**src/rtl/rxf_pkg.sv**
```systemverilog
// Package: shared types for the receive queue.
// Assumes: error flags travel with each character as one packed group.
package rxf_pkg;

    typedef struct packed {
        logic brk;
        logic frm;
        logic par;
    } rxf_err_t;

    localparam int RXF_ERRW = 3;

endpackage

```
**src/rtl/rxf_storage.sv**
```systemverilog
// Module: rxf_storage
// Circular buffer for characters and their error flags, with pointers and
// an occupancy count. A push is accepted when the buffer is not full, or
// when a pop happens in the same cycle. A pop is accepted when the buffer
// is not empty.
// Assumes: DEPTH is a power of two, so the pointers wrap on their own.
module rxf_storage
    import rxf_pkg::*;
#(
    parameter int DEPTH = 64,
    parameter int DW    = 8,
    localparam int AW   = $clog2(DEPTH),
    localparam int CW   = $clog2(DEPTH + 1)
) (
    input  logic          clk,
    input  logic          rst_n,
    input  logic          wr_req,
    input  logic [DW-1:0] wr_data,
    input  rxf_err_t      wr_err,
    input  logic          rd_req,
    output logic          wr_ok,
    output logic          rd_ok,
    output logic [DW-1:0] head_data,
    output rxf_err_t      head_err,
    output logic [CW-1:0] count,
    output logic          empty
);

    localparam int EW = DW + RXF_ERRW;

    logic [EW-1:0] mem [DEPTH];
    logic [AW-1:0] wr_ptr, rd_ptr;
    logic          full;

    // Full and empty flags from the occupancy count.
    assign empty = (count == '0);
    assign full  = (count == CW'(DEPTH));

    // Accept a pop only when the buffer has data; accept a push when space
    // exists now or is freed by a pop in this cycle.
    assign rd_ok = rd_req && !empty;
    assign wr_ok = wr_req && (!full || rd_ok);

    // Write the accepted character into the storage array.
    always_ff @(posedge clk) begin
        if (wr_ok) mem[wr_ptr] <= {wr_err, wr_data};
    end

    // Advance the pointers and the occupancy count.
    always_ff @(posedge clk) begin
        if (!rst_n) begin
            wr_ptr <= '0;
            rd_ptr <= '0;
            count  <= '0;
        end else begin
            if (wr_ok) wr_ptr <= wr_ptr + 1'b1;
            if (rd_ok) rd_ptr <= rd_ptr + 1'b1;
            if (wr_ok && !rd_ok)      count <= count + 1'b1;
            else if (rd_ok && !wr_ok) count <= count - 1'b1;
        end
    end

    // Present the head entry; its error flags are masked when the buffer is empty.
    always_comb begin
        head_data = mem[rd_ptr][DW-1:0];
        head_err  = empty ? '0 : rxf_err_t'(mem[rd_ptr][EW-1:DW]);
    end

endmodule

```
**src/rtl/rxf_trigger.sv**
```systemverilog
// Module: rxf_trigger
// Holds the host-written trigger value, maps it to an effective threshold
// and compares the threshold with the fill count.
// Assumes: DEPTH fits within the trigger width.
module rxf_trigger #(
    parameter int DEPTH = 64,
    parameter int TW    = 8,
    localparam int CW   = $clog2(DEPTH + 1)
) (
    input  logic          clk,
    input  logic          rst_n,
    input  logic          wr_en,
    input  logic [TW-1:0] wr_val,
    input  logic          fifo_en,
    input  logic [CW-1:0] count,
    output logic          rda
);

    logic [TW-1:0] trig_q;
    logic [TW-1:0] eff;
    logic [TW:0]   cnt_x;

    // Store the trigger value written by the host; it resets to 1.
    always_ff @(posedge clk) begin
        if (!rst_n)     trig_q <= TW'(1);
        else if (wr_en) trig_q <= wr_val;
    end

    // Apply the enable override and the saturation to get the effective threshold.
    always_comb begin
        if (!fifo_en || trig_q == '0)  eff = TW'(1);
        else if (trig_q > TW'(DEPTH))  eff = TW'(DEPTH);
        else                           eff = trig_q;
    end

    // Compare the count with the threshold at a common width.
    assign cnt_x = (TW + 1)'(count);
    assign rda   = (cnt_x >= {1'b0, eff});

endmodule

```
**src/rtl/rxf_status.sv**
```systemverilog
// Module: rxf_status
// Builds the receive half of the line status byte. It keeps the sticky
// overrun bit and a count of stored characters that carry errors.
// Assumes: the accept strobes come from the storage block in the same cycle.
module rxf_status
    import rxf_pkg::*;
#(
    parameter int DEPTH = 64,
    localparam int CW   = $clog2(DEPTH + 1)
) (
    input  logic     clk,
    input  logic     rst_n,
    input  logic     wr_req,
    input  logic     wr_ok,
    input  logic     rd_ok,
    input  rxf_err_t wr_err,
    input  rxf_err_t head_err,
    input  logic     empty,
    input  logic     lsr_rd,
    output logic [7:0] lsr
);

    logic          ovr_q;
    logic [CW-1:0] err_cnt;
    logic          in_bad, out_bad;

    assign in_bad  = wr_ok && (wr_err != '0);
    assign out_bad = rd_ok && (head_err != '0);

    // Sticky overrun: a dropped push sets it, a status read clears it, set wins.
    always_ff @(posedge clk) begin
        if (!rst_n)                ovr_q <= 1'b0;
        else if (wr_req && !wr_ok) ovr_q <= 1'b1;
        else if (lsr_rd)           ovr_q <= 1'b0;
    end

    // Count the stored characters that carry any error flag.
    always_ff @(posedge clk) begin
        if (!rst_n)                 err_cnt <= '0;
        else if (in_bad && !out_bad) err_cnt <= err_cnt + 1'b1;
        else if (out_bad && !in_bad) err_cnt <= err_cnt - 1'b1;
    end

    // Assemble the status byte; bits 6:5 belong to the transmit side and read 0.
    always_comb begin
        lsr    = '0;
        lsr[0] = !empty;
        lsr[1] = ovr_q;
        lsr[2] = head_err.par;
        lsr[3] = head_err.frm;
        lsr[4] = head_err.brk;
        lsr[7] = (err_cnt != '0);
    end

endmodule

```
**src/rtl/uart_rx_fifo_trig.sv**
```systemverilog
// Module: uart_rx_fifo_trig
// Receive queue of a UART channel with a trigger-level interrupt and
// receive line status. Reading the head character pops it.
// Assumes: DEPTH is a power of two and no larger than 255.
module uart_rx_fifo_trig
    import rxf_pkg::*;
#(
    parameter int DEPTH = 64,
    parameter int DW    = 8,
    parameter int TW    = 8,
    localparam int CW   = $clog2(DEPTH + 1)
) (
    input  logic          clk,
    input  logic          rst_n,
    input  logic          push_valid,
    input  logic [DW-1:0] push_data,
    input  logic          push_par_err,
    input  logic          push_frm_err,
    input  logic          push_brk,
    input  logic          fifo_en,
    input  logic [3:0]    ier,
    input  logic          bus_rd_data,
    input  logic          bus_rd_lsr,
    input  logic          bus_wr_trig,
    input  logic [TW-1:0] bus_wdata,
    output logic [DW-1:0] head_data,
    output logic [7:0]    rx_count,
    output logic [7:0]    lsr,
    output logic          rda_status,
    output logic          irq_rda
);

    rxf_err_t      in_err, head_err;
    logic          wr_ok, rd_ok, empty;
    logic [CW-1:0] count;

    assign in_err = '{brk: push_brk, frm: push_frm_err, par: push_par_err};

    rxf_storage #(.DEPTH(DEPTH), .DW(DW)) u_store (
        .clk       (clk),
        .rst_n     (rst_n),
        .wr_req    (push_valid),
        .wr_data   (push_data),
        .wr_err    (in_err),
        .rd_req    (bus_rd_data),
        .wr_ok     (wr_ok),
        .rd_ok     (rd_ok),
        .head_data (head_data),
        .head_err  (head_err),
        .count     (count),
        .empty     (empty)
    );

    rxf_trigger #(.DEPTH(DEPTH), .TW(TW)) u_trig (
        .clk     (clk),
        .rst_n   (rst_n),
        .wr_en   (bus_wr_trig),
        .wr_val  (bus_wdata),
        .fifo_en (fifo_en),
        .count   (count),
        .rda     (rda_status)
    );

    rxf_status #(.DEPTH(DEPTH)) u_stat (
        .clk      (clk),
        .rst_n    (rst_n),
        .wr_req   (push_valid),
        .wr_ok    (wr_ok),
        .rd_ok    (rd_ok),
        .wr_err   (in_err),
        .head_err (head_err),
        .empty    (empty),
        .lsr_rd   (bus_rd_lsr),
        .lsr      (lsr)
    );

    // Pad the count to the byte-wide register when it is narrower.
    generate
        if (CW < 8) begin : g_pad
            assign rx_count = {{(8 - CW){1'b0}}, count};
        end else begin : g_full
            assign rx_count = 8'(count);
        end
    endgenerate

    // The interrupt follows the status bit only while the receive enable is set.
    assign irq_rda = rda_status && ier[0];

endmodule

```
**config.mk**
```make
export PLATFORM = sky130hd
export DESIGN_NAME = uart_rx_fifo_trig
export DESIGN_NICKNAME = d
export VERILOG_FILES = /design/src/rtl/rxf_pkg.sv /design/src/rtl/rxf_storage.sv /design/src/rtl/rxf_trigger.sv /design/src/rtl/rxf_status.sv /design/src/rtl/uart_rx_fifo_trig.sv
export SDC_FILE = /design/constraint.sdc
export NUM_CORES = 1
export LEC_CHECK = 0
export BUFFER_PORTS_ARGS = -buffer_cell sky130_fd_sc_hd__buf_2
export CORE_MARGIN = 10
export CORE_UTILIZATION = 60
export CTS_BUF_LIST = sky130_fd_sc_hd__clkbuf_16
export CTS_CLUSTER_SIZE = 28
export DETAILED_ROUTE_END_ITERATION = 8
export PLACE_DENSITY = 0.86
export SKIP_CTS_REPAIR_TIMING = 1
export SYNTH_ARGS = -nofsm -noshare
export SYNTH_HDL_FRONTEND = slang
export SYNTH_SLANG_ARGS = --single-unit
```
**constraint.sdc**
```tcl
create_clock -name clk -period 13.2 [get_ports clk]
set_input_delay 2.64 -clock clk [delete_from_list [all_inputs] [get_ports clk]]
set_output_delay 2.64 -clock clk [all_outputs]
set_load 0.05 [all_outputs]
```
Word-level counts from Yosys, hierarchy flattened:

Memories as Yosys holds them, arrays and structs flattened. A register that Yosys moved wholly into a read port is not among the register bits.
Index checks and enable logic that the tools add are counted.

* flip-flop bits (word level): 35
* bits in latches: 0
* RAM bits: 704
* ROM bits: 0
* input port bits: 30
* output and inout port bits: 26
* logic and storage cells: 56
* memories: 1

* $add $sub $neg: 6
* multiply operators: 0
* divide/modulo/power cells: 0
* magnitude comparators: 2
* equal/unequal tests: 1
* shifts and indexed selects: 0
* multiplexer cells: 13
* bitwise logic cells: 0
* reductions and logical operators: 27

Memory list
* u_store.mem: words 64, width 11, rd ports 1, clocked after memory_dff 1, write ports 1, RTL line rxf_storage.sv:31 `logic [EW-1:0] mem [DEPTH];`

Operators by type and width (count)
* 7-bit two-way mux: 4
* 8-bit two-way mux: 2
* 7-bit by 1-bit adder with 7-bit output, second input constant: 2
* 7-bit by 1-bit subtractor with 7-bit output, second input constant: 2
* 6-bit by 1-bit adder with 6-bit output, second input constant: 2
* 6-bit two-way mux: 2
* 1-bit logical AND: 10
* 7-bit by 8-bit greater-or-equal comparator with 1-bit output: 1
* 8-bit by 7-bit > comparator with 1-bit output, second input constant: 1
* 8-bit logical NOT: 1
* 7-bit equality test, second input constant: 1
* 1-bit logical NOT: 7
* 7-bit logical NOT: 1
* 7-bit nonzero test: 1
* 2-bit nonzero test: 3
* 3-bit nonzero test: 2
* 1-bit two-way mux: 4
* 3-bit two-way mux: 1
* 1-bit logical OR: 2

Depth between registers and ports, before layout:

* depth in word-level cells: 10
* depth in mapped cells: 20
* gate-level depth less buffers: 16

Modules after synthesis:

A second synthesis with hierarchy kept.

* cells, all modules: 1443
* area, all modules: 29645.9 um^2

Modules (own cells, without submodules)
* rxf_storage: instances 1, cells an instance 1311, area an instance 28456.0 um^2, sequential area each 21640.8 um^2
* rxf_status: instances 1, cells an instance 78, area an instance 653.1 um^2, sequential area each 160.2 um^2
* rxf_trigger: instances 1, cells an instance 51, area an instance 519.2 um^2, sequential area each 160.2 um^2
* uart_rx_fifo_trig: instances 1, cells an instance 3, area an instance 17.5 um^2, sequential area each 0.0 um^2

Least setup slack after synthesis:

Ideal clock, no wire load.

* kind: input to output
* start point: input port fifo_en
* end point: output port rda_status
* arrival: 4.322 ns
* required time: 10.560 ns
* setup slack: 6.238 ns
* stages: 9
* buffers on the path: 0
* path through: nor2b_1 > nand2_1 > ha_1 > a21o_1 > a21o_1 > a21o_1 > a21o_1 > a21o_1 > a21o_1

* word-level cells in the longest chain between the ends: 4

Ends and longest elaborated chain
* start, declared: RTL line uart_rx_fifo_trig.sv:20 `input logic fifo_en,`
* 1-bit logical NOT: RTL line rxf_trigger.sv:31 `if (!fifo_en || trig_q == '0) eff = TW'(1);`
* 1-bit logical OR: RTL line rxf_trigger.sv:31
* 8-bit two-way mux: RTL line rxf_trigger.sv:31
* 7-bit by 8-bit greater-or-equal comparator with 1-bit output: RTL line rxf_trigger.sv:38 `assign rda = (cnt_x >= {1'b0, eff});`
* end, declared: RTL line uart_rx_fifo_trig.sv:29 `output logic rda_status,`

Every way passes these cells.

==> summary by stage <==
Pwr
The internal power of the cells totals 4.39 mW. The power density over the cells is 188 nW/um^2. The peak supply drop is 0.000170 V.

The share of power burned in combinational logic is 0.218. The portion of total power attributed to the clock network is 0.336. For this design the total switching power over the nets is 1.69 mW.

The register share of total power is 0.446. The fraction of power spent switching nets is 0.278. Summed over all cells, the static leakage comes to 10.1 nW.

Logic synthesis
The mean cell area of the mapped netlist is 21.7 sq um. The synthesized netlist contains 42 unique library cells. The register bit total from synthesis is 745. The fraction of the mapped netlist area in compound gates is 0.0143. Of the total synthesized cell area, the portion taken by full adders, half adders and majority gates is 0.0104. Yosys instantiated no cell more often than edfxtp_1. The XOR/XNOR share of the synthesized area is 0.00629. The top cell type by total area after synthesis is edfxtp_1. The largest family of logic cells by synthesized area is multiplexers. By count the netlist is led by edfxtp_1 (704), mux4_2 (222), nor2_1 (72). Of the post-synthesis cell area, the dominant cell type holds 0.723. Sorting the synthesized cells by area gives the leading types as edfxtp_1 (72%), mux4_2 (17%), dfxtp_1 (2.8%). The fraction of the yosys area taken by sequential cells is 0.751. Summing every instance area after synthesis gives 29200 sq um.

The number of instances in the synthesized netlist is 1345. Yosys mapped a number of flops with a built-in enable equal to 704. The share of flip-flops with an asynchronous set or reset is 0. Of the total synthesized cell area, the portion taken by AND, OR, NAND and NOR gates is 0.0280. For this run, the leading register cell type out of synthesis is edfxtp_1. The Yosys step of the flow raised 0 warnings. The portion of netlist area occupied by mux cells is 0.177.

Clock network
Clock-pin slew was measured on the worst setup and hold paths at 0.06 ns. The root buffer cell is clkbuf_16. The clock latency on the worst-skew pair is 0.62 ns. The maximum count of clock buffers along a single path is 3.

TritonCTS built the clock tree. The number of buffers inserted during clock tree synthesis is 71. For this design, the sink count on the clock tree is 745. In this run the number of H-tree levels came out at 3.

STA
The tightest hold path in the finished design has a slack of 0.515 ns. The top achievable clock speed is 123 MHz. The post-route clock skew is 0.0397 ns. The final total negative setup slack is 0 ns. Setup repair after global routing left no endpoint under its margin. The number of failing hold endpoints at the final stage is 0. The worst path setup slack after routing is 5.09 ns. For the pin with the worst max-slew slack, the measured transition is 1.33 ns. The time the final worst path needs with I/O delays and setup is 8.11 ns.

In the finished design, the share of the clock period the worst path needs comes to 0.614. Setup violations remaining at the end of the flow were counted as 0. The max-slew violation count is 0. The worst-case headroom to the max-slew limit is 0.112.

Route
The number of DRC violations after detailed-routing iteration 0 is 1952. In the final routed layout, each cell accounts on average for 34.0 um. The vias after detailed routing is 14491.

The average via count per standard cell is 6.96. The number of DRC violations after detailed routing is 0. The detail route stage leaves a number of antenna-violating nets equal to 0. For this run, the detailed router's first-pass iteration total came to 5. The final routed wirelength across all metal layers is 70700 um.

Die
The floorplan step defined a die boundary enclosing 57900 sq um. From left edge to right edge, the die measures 241 um. The number of top-level pins is 56. The core box area is 47900 sq um. For this configuration, the core starts out at a cell density of 0.610.

The die is 241 um tall. The cell row count is 80.

Placed design
The total half-perimeter wirelength after legalization and detailed placement is 37000 um. The total placed instance area is 30000 sq um. The placer congestion estimate is 0.796. Before CTS, the worst setup slack after placement is 5.61 ns. The port buffer count is 49.

Global route
The via count of the first global-routing pass came to 15009. The aggregate global-route resource usage is 0.253. The first global-routing pass estimated 105000 um of wire. The pin count of the biggest net entering global routing is 68. The leftover overflow at the end of global routing is 0.

The initial antenna violation count is 2.

Layout
The fraction of layout cells with a size suffix above 1 is 0.266. After the last flow step, the layout net total stands at 1464. After routing the design area is 32300 sq um. Measured on the finished design, the core utilization comes to 0.675. From synthesis to final layout, the design area changed by 10.7%.

Min path
The type of the most critical hold path is reg2reg.

Worst setup path
The kind of end point of the critical path is an output port. The largest fanout of any net on the critical path is 51. The worst setup path is launched from a flip-flop. The reg-to-reg setup timing slack is 6.36 ns.

The data arrival at the endpoint of the critical path is 5.47 ns. The data required time at the worst endpoint is 10.56 ns. The critical path in this run is classified as reg2out.

Run status
The flow ran to the end, and the final reports show no timing, DRC or antenna violations.

Job
The total of max-cap violations is 0.
-- final timing paths --
kind                      from                 to  cells after the start
max                  flip-flop             lsr[2]                      7
min          u_store.rd_ptr[1]          flip-flop                      2
max reg2reg          flip-flop  u_stat.err_cnt[6]                     16
min reg2reg  u_store.rd_ptr[1]          flip-flop                      2
-- routing by layer --
metal,GRT usage,up-vias,share of wire
met5,0,-,0.00033
met1,0.321,7544,0.35
li1,-,5707,-
met3,0.0642,236,0.10
met2,0.404,1000,0.49
met4,0.130,4,0.054
-- layout make-up --
type	count	area, sq um
diodes	1	2.50
clock buffers	74	1850
clock inverters	53	457
fillers	2747	15600
inverters	10	37.5
multi-input cells	519	6890
flip-flops and latches	745	22000
well taps	615	769
repair buffers	64	358
-- critical path, cell delays in order (launching register included) --
cell,delay [ns]
dfxtp_4,0.95
buf_4,0.69
buf_4,0.89
mux4_2,0.66
mux4_2,0.56
mux4_2,0.61
nor2b_1,0.19
buf_2,0.22
-- per-stage QoR --
step	power, mW	cells
floorplan	3.71	1347
global placement	4.01	1953
detailed placement	4.05	1953
CTS	6.10	2080
global route	6.26	2080
finish	6.08	2081
-- cells by family (layout without fill, tap and decap cells) --
family / Yosys count / count (layout)
flip-flops: 745 / 745
multiplexers: 238 / 238
AND/OR/NAND/NOR: 169 / 169
buffers and inverters: 83 / 201
AO/OA/AOI/OAI: 65 / 65
adder cells (fa/ha/maj): 23 / 23
XOR/XNOR: 21 / 21
other: 1 / 4
-- layout by cell type, fill, tap and decap left out, types with 10 or more instances in the layout --
cell type and instances:
a21o_1 10, a21oi_1 17, a22oi_1 12, and2_1 21, buf_2 49, buf_4 15, clkbuf_16 74, clkinv_1 14
dfxtp_1 37, edfxtp_1 704, ha_1 21, inv_1 26, mux2i_1 16, mux4_2 222, nand2_1 27, nor2_1 72
nor2b_1 21, o21ai_0 13, xnor2_1 18
-- power groups by stage --
stage | clock network, mW | registers (mW) | logic (mW)
6_report | 2.05 | 2.71 | 1.33
3_3_place_gp | 0 | 2.76 | 1.25
3_5_place_dp | 0 | 2.76 | 1.29
4_1_cts | 2.06 | 2.71 | 1.33
5_1_grt | 2.14 | 2.72 | 1.40
2_1_floorplan | 0 | 2.72 | 0.984
-- flip-flops by register name, indices dropped and copies added (netlist names), named ones only --
signal	count
u_trig.trig_q	8
u_store.count	7
u_store.mem	704
u_store.wr_ptr	6
u_store.rd_ptr	6
u_stat.err_cnt	7
u_stat.ovr_q	1
Note: power is estimated with default switching activity, not from simulation.
